`src/rtl/gpio_pkg.sv`:
```
package gpio_pkg;
    localparam int unsigned REG_W = 8;

    localparam logic [2:0] SENSE_OFF  = 3'd0;
    localparam logic [2:0] SENSE_BOTH = 3'd1;
    localparam logic [2:0] SENSE_RISE = 3'd2;
    localparam logic [2:0] SENSE_FALL = 3'd3;
    localparam logic [2:0] SENSE_NOIN = 3'd4;
    localparam logic [2:0] SENSE_LOW  = 3'd5;

    localparam int unsigned BIT_INV  = 7;
    localparam int unsigned BIT_TTL  = 6;
    localparam int unsigned BIT_PULL = 3;

    typedef struct packed {
        logic       inven;
        logic       ttl;
        logic       pull;
        logic [2:0] sense;
        logic       hist;
        logic       inval;
        logic       flag;
    } pin_state_t;
endpackage

```
`src/rtl/gpio_sync.sv`:
```
module gpio_sync #(
    parameter int unsigned WIDTH = 8
) (
    input  logic             clk,
    input  logic             rst_n,
    input  logic [WIDTH-1:0] async_in,
    output logic [WIDTH-1:0] sync_out
);
    typedef struct packed {
        logic [WIDTH-1:0] stage1;
        logic [WIDTH-1:0] stage2;
    } sync_state_t;

    sync_state_t s_d, s_q;

    always_comb begin
        s_d        = s_q;
        s_d.stage1 = async_in;
        s_d.stage2 = s_q.stage1;
    end

    always_ff @(posedge clk or negedge rst_n) begin
        if (!rst_n) s_q <= '0;
        else        s_q <= s_d;
    end

    assign sync_out = s_q.stage2;
endmodule

```
`src/rtl/gpio_pin.sv`:
```
module gpio_pin
    import gpio_pkg::*;
(
    input  logic             clk,
    input  logic             rst_n,
    input  logic             ctrl_wr,
    input  logic [REG_W-1:0] ctrl_wdata,
    input  logic             flag_clr,
    input  logic             sync_in,
    output logic [REG_W-1:0] ctrl_rd,
    output logic             inven,
    output logic             in_val,
    output logic             flag
);
    pin_state_t s_d, s_q;
    logic inv_in;
    logic in_en;
    logic int_en;
    logic rise;
    logic fall;
    logic detect;

    always_comb begin
        s_d    = s_q;
        inv_in = sync_in ^ s_q.inven;
        in_en  = (s_q.sense != SENSE_NOIN);
        rise   = inv_in & ~s_q.hist;
        fall   = ~inv_in & s_q.hist;
        int_en = 1'b0;
        detect = 1'b0;
        case (s_q.sense)
            SENSE_BOTH: begin int_en = 1'b1; detect = rise | fall; end
            SENSE_RISE: begin int_en = 1'b1; detect = rise; end
            SENSE_FALL: begin int_en = 1'b1; detect = fall; end
            SENSE_LOW:  begin int_en = 1'b1; detect = ~inv_in; end
            default:    begin int_en = 1'b0; detect = 1'b0; end
        endcase
        // history follows the pin in every mode, so it is fresh on re-enable
        s_d.hist = inv_in;
        if (in_en) s_d.inval = inv_in;
        s_d.flag = (s_q.flag & ~flag_clr) | detect;
        if (ctrl_wr) begin
            s_d.inven = ctrl_wdata[BIT_INV];
            s_d.ttl   = ctrl_wdata[BIT_TTL];
            s_d.pull  = ctrl_wdata[BIT_PULL];
            s_d.sense = ctrl_wdata[2:0];
        end
    end

    always_ff @(posedge clk or negedge rst_n) begin
        if (!rst_n) s_q <= '0;
        else        s_q <= s_d;
    end

    always_comb begin
        ctrl_rd           = '0;
        ctrl_rd[BIT_INV]  = s_q.inven;
        ctrl_rd[BIT_TTL]  = s_q.ttl;
        ctrl_rd[BIT_PULL] = s_q.pull;
        ctrl_rd[2:0]      = s_q.sense;
    end

    assign inven  = s_q.inven;
    assign in_val = s_q.inval;
    assign flag   = s_q.flag;

    assert_in_freeze_R7: assert property (@(posedge clk) disable iff (!rst_n)
        (!in_en) |=> (s_q.inval == $past(s_q.inval)));

    assert_level_resets_R9: assert property (@(posedge clk) disable iff (!rst_n)
        (s_q.sense == SENSE_LOW && !inv_in) |=> s_q.flag);

    assert_no_flag_rise_R6: assert property (@(posedge clk) disable iff (!rst_n)
        (!int_en) |=> !(s_q.flag && !$past(s_q.flag)));

    assert_clear_drops_R10: assert property (@(posedge clk) disable iff (!rst_n)
        (flag_clr && !detect) |=> !s_q.flag);
endmodule

```
`src/rtl/gpio_sense_port.sv`:
```
module gpio_sense_port
    import gpio_pkg::*;
#(
    parameter int unsigned N_PINS    = 8,
    parameter int unsigned ADDR_W    = 8,
    parameter int unsigned CTRL_BASE = 16
) (
    input  logic              clk,
    input  logic              rst_n,
    input  logic              bus_wr,
    input  logic [ADDR_W-1:0] bus_addr,
    input  logic [REG_W-1:0]  bus_wdata,
    output logic [REG_W-1:0]  bus_rdata,
    input  logic [N_PINS-1:0] pad_in,
    output logic [N_PINS-1:0] pad_out,
    output logic [N_PINS-1:0] pad_oe,
    output logic [N_PINS-1:0] pull_en,
    output logic [N_PINS-1:0] ttl_sel,
    output logic              irq
);
    localparam logic [ADDR_W-1:0] A_OUT  = ADDR_W'(0);
    localparam logic [ADDR_W-1:0] A_DIR  = ADDR_W'(1);
    localparam logic [ADDR_W-1:0] A_IN   = ADDR_W'(2);
    localparam logic [ADDR_W-1:0] A_FLAG = ADDR_W'(3);

    typedef struct packed {
        logic [N_PINS-1:0] outv;
        logic [N_PINS-1:0] dir;
    } port_state_t;

    port_state_t s_d, s_q;
    logic [N_PINS-1:0] sync_val;
    logic [N_PINS-1:0] inv_vec;
    logic [N_PINS-1:0] in_vec;
    logic [N_PINS-1:0] flag_vec;
    logic [N_PINS-1:0] clr_vec;
    logic [N_PINS-1:0] ctrl_wr_vec;
    logic [REG_W-1:0]  ctrl_rd [N_PINS];

    gpio_sync #(.WIDTH(N_PINS)) u_sync (
        .clk      (clk),
        .rst_n    (rst_n),
        .async_in (pad_in),
        .sync_out (sync_val)
    );

    always_comb begin
        s_d = s_q;
        if (bus_wr && bus_addr == A_OUT) s_d.outv = bus_wdata[N_PINS-1:0];
        if (bus_wr && bus_addr == A_DIR) s_d.dir  = bus_wdata[N_PINS-1:0];
    end

    always_ff @(posedge clk or negedge rst_n) begin
        if (!rst_n) s_q <= '0;
        else        s_q <= s_d;
    end

    assign clr_vec = (bus_wr && bus_addr == A_FLAG) ? bus_wdata[N_PINS-1:0] : '0;

    for (genvar n = 0; n < N_PINS; n++) begin : g_pin
        assign ctrl_wr_vec[n] = bus_wr && (bus_addr == ADDR_W'(CTRL_BASE + n));
        gpio_pin u_pin (
            .clk        (clk),
            .rst_n      (rst_n),
            .ctrl_wr    (ctrl_wr_vec[n]),
            .ctrl_wdata (bus_wdata),
            .flag_clr   (clr_vec[n]),
            .sync_in    (sync_val[n]),
            .ctrl_rd    (ctrl_rd[n]),
            .inven      (inv_vec[n]),
            .in_val     (in_vec[n]),
            .flag       (flag_vec[n])
        );
        assign pull_en[n] = ctrl_rd[n][BIT_PULL];
        assign ttl_sel[n] = ctrl_rd[n][BIT_TTL];
    end

    always_comb begin
        bus_rdata = '0;
        case (bus_addr)
            A_OUT:   bus_rdata[N_PINS-1:0] = s_q.outv;
            A_DIR:   bus_rdata[N_PINS-1:0] = s_q.dir;
            A_IN:    bus_rdata[N_PINS-1:0] = in_vec;
            A_FLAG:  bus_rdata[N_PINS-1:0] = flag_vec;
            default: begin
                for (int n = 0; n < N_PINS; n++)
                    if (bus_addr == ADDR_W'(CTRL_BASE + n)) bus_rdata = ctrl_rd[n];
            end
        endcase
    end

    assign pad_out = s_q.outv ^ inv_vec;
    assign pad_oe  = s_q.dir;
    assign irq     = |flag_vec;

    assert_irq_needs_flag_R10: assert property (@(posedge clk) disable iff (!rst_n)
        $rose(irq) |-> ($countones(flag_vec) > 0));
endmodule

```
`config.mk`:
```
export PLATFORM = sky130hd
export DESIGN_NAME = gpio_sense_port
export DESIGN_NICKNAME = d
export VERILOG_FILES = /design/src/rtl/gpio_pkg.sv /design/src/rtl/gpio_sync.sv /design/src/rtl/gpio_pin.sv /design/src/rtl/gpio_sense_port.sv
export SDC_FILE = /design/constraint.sdc
export NUM_CORES = 1
export LEC_CHECK = 0
export ABC_AREA = 1
export BUFFER_PORTS_ARGS = -buffer_cell sky130_fd_sc_hd__buf_2
export CAP_MARGIN = 20
export CORE_MARGIN = 2
export CORE_UTILIZATION = 58
export CTS_CLUSTER_DIAMETER = 60
export DETAILED_ROUTE_END_ITERATION = 8
export PLACE_DENSITY = 0.79
export SLEW_MARGIN = 20
export SYNTH_ARGS = -nofsm -noshare
export SYNTH_HDL_FRONTEND = slang
export SYNTH_SLANG_ARGS = --single-unit
```
`constraint.sdc`:
```
create_clock -name clk -period 2.1 [get_ports clk]
set_input_delay 0.315 -clock clk [delete_from_list [all_inputs] [get_ports clk]]
set_output_delay 0.315 -clock clk [all_outputs]
set_load 0.005 [all_outputs]
```
* Word level (Yosys, flattened, before mapping)
Index checks and enable logic that the tools add are counted.
** Operators by class
- Muxes and demuxes :: 18
- Reduce and logical (&&, ||, !) cells :: 13
- Bitwise operators :: 73
- Equality and inequality tests :: 51
** Operators by type and width (count)
- 8-bit 2-to-1 mux :: 9
- 8-bit by 5-bit == test with 1-bit output, second input constant :: 8
- 3-bit by 2-bit == test with 1-bit output, second input constant :: 16
- 1-bit one-hot mux with 4 select lines :: 8
- 8-bit one-hot mux with 4 select lines :: 1
- 1-bit AND :: 24
- 3-bit by 1-bit == test with 1-bit output, second input constant :: 8
- 3-bit == test, second input constant :: 8
- 3-bit != test, second input constant :: 8
- 1-bit inverter :: 24
- 8-bit by 2-bit == test with 1-bit output, second input constant :: 2
- 1-bit bitwise OR :: 16
- 1-bit logical AND :: 11
- 8-bit by 1-bit == test with 1-bit output, second input constant :: 1
- 8-bit zero test :: 1
- 8-bit OR reduction :: 1
- 1-bit XOR :: 8
- 8-bit XOR :: 1
** Word-level totals
- Output and inout bits :: 41
- Input port bits :: 27
- Logic and storage cells :: 215
- Register bits :: 104

* Logic depth before layout (Yosys ltp)
- Depth after elaboration :: 10
- Mapped depth :: 10
- Depth with buffers taken out :: 10

* Hierarchy
From an unflattened synthesis, not the netlist that was laid out.
** Unflattened totals
- Cell total of the unflattened synthesis :: 789
- Area, all modules :: 6411.1 um2
** By module, submodules not included
- gpio_pin :: cells each 57, times used 8, area an instance 506.7 um2, seq. area each 225.2 um2
- gpio_sense_port :: cells each 317, times used 1, area an instance 1956.9 um2, seq. area each 400.4 um2
- gpio_sync :: cells each 16, times used 1, area an instance 400.4 um2, seq. area each 400.4 um2

* Least setup slack after synthesis
OpenSTA, ideal clock, no wires.
- Path type :: input to output
- Start :: in bus_addr[6]
- End :: out bus_rdata[0]
- Slack :: 0.575 ns
- Data required time :: 1.785 ns
- Data arrival time :: 1.210 ns
- Path buffers :: 0
- Cell stages on the path :: 10
- Cell sequence :: inv_1 nand2_1 nor2_4 inv_2 nor3_2 nand2_1 nand2_1 inv_1 nand2_1 nand4_1
** On the way
- Word-level cells in the longest chain between the ends :: 10
- Elaborated cells between the ends (all ways) :: 21
- Classes of those cells :: 11 x eq/ne; 9 x mux; 1 x reduce/logical
** Ends and longest elaborated chain
- from (decl) :: line gpio_sense_port.sv:11 : input logic [ADDR_W-1:0] bus_addr,
- 8-bit by 5-bit == test with 1-bit output :: line gpio_sense_port.sv:87 : if (bus_addr == ADDR_W'(CTRL_BASE + n)) bus_rdata = ctrl_rd[n];
- 8-bit 2-to-1 mux (8 in a row) :: line gpio_sense_port.sv:87
- 8-bit one-hot mux with 4 select lines * :: line gpio_sense_port.sv:80 : case (bus_addr)
- to (decl) :: line gpio_sense_port.sv:13 : output logic [REG_W-1:0] bus_rdata,
Every way passes the cells marked *; elsewhere a longest branch is shown, timed or not.

* Worst setup path in the final report
- Start :: in bus_addr[6]
- End :: out bus_rdata[6]
The elaborated chain is that of the path after synthesis.

==> out/qor.yml <==
io-pin-count: 68
synth_xor_area_share_pct: 2.61
clock_sinks: 104
ys_ff_latch: 104
path_clk_slew_ns: 0.11
critPathMaxStageDelay_ns: 0.22
critPathMaxFanout: 13
min-delay-start: "pad_in[2]"
overflow: 0
core_area_sq_mm: 0.00911
clk_path_buf_depth: 2
finalSetupViolCount: 0
cap_viol_max_count: 0
fp.dieW_um: 100
netlist_top_cells_count: "nand2_1, dfrtp_1, inv_1"
path_buf_inv: 4
ys_types: 35
die_h_um: 100
n_antenna_cell: 0
period_share_pct: 93.4
gp_congestion: 0.926
cts_resized: 0
drtPass1Iterations: 5
fin_nets: 716
postPlaceCellArea_sq_mm: 0.00561
synth_edf_count: 0
dieArea_sq_mm: 0.0100
synthAdderAreaFrac_pct: 3.73
start_kind: "primary input"
rows: 35
wire_per_inst_um: 17.2
post_route_cells_drive_above_1_share_pct: 18.7
setup_tns_ns: 0
synth-simple-area-share_pct: 22.0
grt_pass1_wl_mm: 22.0
globalRouteTotalUtil_pct: 28.7
reg2reg_slack_ns: 0.37
yosys_warnings: 0
synth_compound_area_share_pct: 12.8
fin_ws_ns: 0.138
holdPathEnd: "u_sync.s_d[2]$_DFF_PN0_"
synth_nets: 675
wl_mm: 13.5
synthTopCellsByArea: "dfrtp_1, nand2_1, inv_1"
slowest_stage: "buf_4"
hold_path_depth: 1
place_hpwl_mm: 9.82
antenna_found_initial: 0
synth_top_family_by_area: "simple AND/OR/NAND/NOR gates"
vias_per_cell: 5.60
synth.cell_area_sq_mm: 0.00537
synthArstFlopShare_pct: 100
cts_setup_buffers: 0
dp_slack_ns: 0.186
run_status: "complete, no violations"
remaining_drc_errors: 0
drt-initial-drc-count: 252
areaGrowthSynthToFinish_pct: 7.75
critPathTopFamily: "simple AND/OR/NAND/NOR gates"
critPathRequiredTime_ns: 1.78
fin_crit_ns: 1.96
insertion_delay_ns: 0.38
cts_made_buffers: 9
rsz0062_at_grt: "false"
yosysTopAreaCell: "dfrtp_1"
cts_tree: "done"
cts.root.buffer_cell: "clkbuf_8"
port_buffers: 67
clock.fmax_mhz: 510
holdBufCountCts: 1
initial_core_util_pct: 59.0
grt_pass1_vias: 4340
crit_chain: "buf_2, inv_1, nand2_1, nor2_4, buf_4, nand3_1, nand2_1, nor2_1, nand3_1, nand2_1, nand4_1, buf_2"
relSlewSlack_pct: 58.0
ys.flop_type: "dfrtp_1"
holdCritPathClass: "in2reg"
slew_viol_final: 0
synth.top_cell.area_share_pct: 48.4
r2r_cells: 7
final.setup_skew_ns: 0.0102
final_antenna_net_count: 0
h-tree-depth: 3
cp-end-kind: "output pin"
synth.area.mux_share_pct: 0
tightestPinTransition_ns: 0.629
cp.arrival_ns: 1.65
synth_cells: 632
yosysSeqAreaShare_pct: 48.4
worst_path_most_repeated_cell: "nand2_1"
vias: 4421
grt_max_degree: 47
hold_violations: 0
power.density_mw_per_mm2: 667
p_leak_uw: 0.00287
final_area_sq_mm: 0.00579
rr_endpoint: "g_pin[1].u_pin.flag$_DFF_PN0_"
synth_most_common_cell: "nand2_1"
critical_path_class: "in2out"
rr_startpoint: "g_pin[1].u_pin.inven$_DFFE_PN0P_"
syn_area_per_cell_sq_um: 8.50
vdd_ir_drop_max_uv: 532
==> cells by family (layout without fill, tap and decap cells) <==
family | Yosys count | in the layout
flops | 104 | 104
buf+inv | 115 | 161
simple gates | 265 | 265
fa+ha+maj | 16 | 16
xor+xnor | 16 | 16
compound gates | 116 | 116
==> final cells by class <==
class,instances,area (sq um)
fillers,817,3320
flip-flops and latches,104,2600
multi-input cells,413,2210
repair buffers,73,398
inverters,72,272
well taps,111,139
clock buffers,10,128
clock inverters,6,43.8
==> layout by cell type (no fill, tap or decap), drive strengths merged, types with 2 or more instances in the layout <==
cell	instances
o2111ai	7
inv	73
dfrtp	104
nor2	45
clkbuf	10
ha	16
o21ai	83
a21oi	15
xor2	10
o22ai	3
o31ai	4
buf	72
nor3	2
nand4	10
xnor2	6
nor4	2
nand2	164
clkinv	4
nand3	42
==> metrics by stage <==
step	hold WS [ns]	util, %	instances	power [uW]
2_1_floorplan	0.0194	-	632	2530
3_3_place_gp	0.285	61.6	772	2690
3_5_place_dp	0.293	61.6	772	2720
4_1_cts	0.0263	63.6	789	3880
5_1_grt	0.0280	63.6	789	4020
6_report	0.0293	63.6	789	3860
==> how the worst max path moves through the flow <==
stage	from	to	slack, ns	depth (start not counted)
after detailed placement	bus_addr[6]	bus_rdata[6]	0.19	12
final	bus_addr[6]	bus_rdata[6]	0.14	12
after CTS	bus_addr[6]	bus_rdata[6]	0.18	12
after global placement	bus_addr[5]	bus_rdata[0]	0.19	9
after global routing	bus_addr[6]	bus_rdata[0]	0.005	12
after floorplan	bus_addr[6]	bus_rdata[0]	0.57	10
==> power by group <==
part / total [uW] / internal [uW] / switching (uW)
logic: 446 / 166 / 279
registers: 2240 / 2120 / 112
clock network: 1180 / 439 / 741
==> registers in the layout (all words and copies together) (netlist names) <==
signal and count:
g_pin.u_pin.ctrl_rd 40, g_pin.u_pin.flag 8, g_pin.u_pin.in_val 8, g_pin.u_pin.inven 8, g_pin.u_pin.s_q 8, pad_oe 8
s_q 8, u_sync.s_d 8, u_sync.sync_out 8
==> worst reg2reg max path: stages, from the launching register on <==
cell	delay [ns]
dfrtp_1	0.45
xnor2_1	0.32
inv_1	0.11
ha_1	0.30
nand3_1	0.08
o21ai_0	0.08
a211o_1	0.27
nand2_1	0.07
==> layer usage <==
layer	GRT usage [%]	part of all wire (%)	up-vias
met5	0	0	-
met4	11.8	2.4	0
met3	4.53	5.5	24
met2	45.9	48	152
met1	39.2	44	2140
li1	-	-	2105
Note: power is estimated with default switching activity, not from simulation.
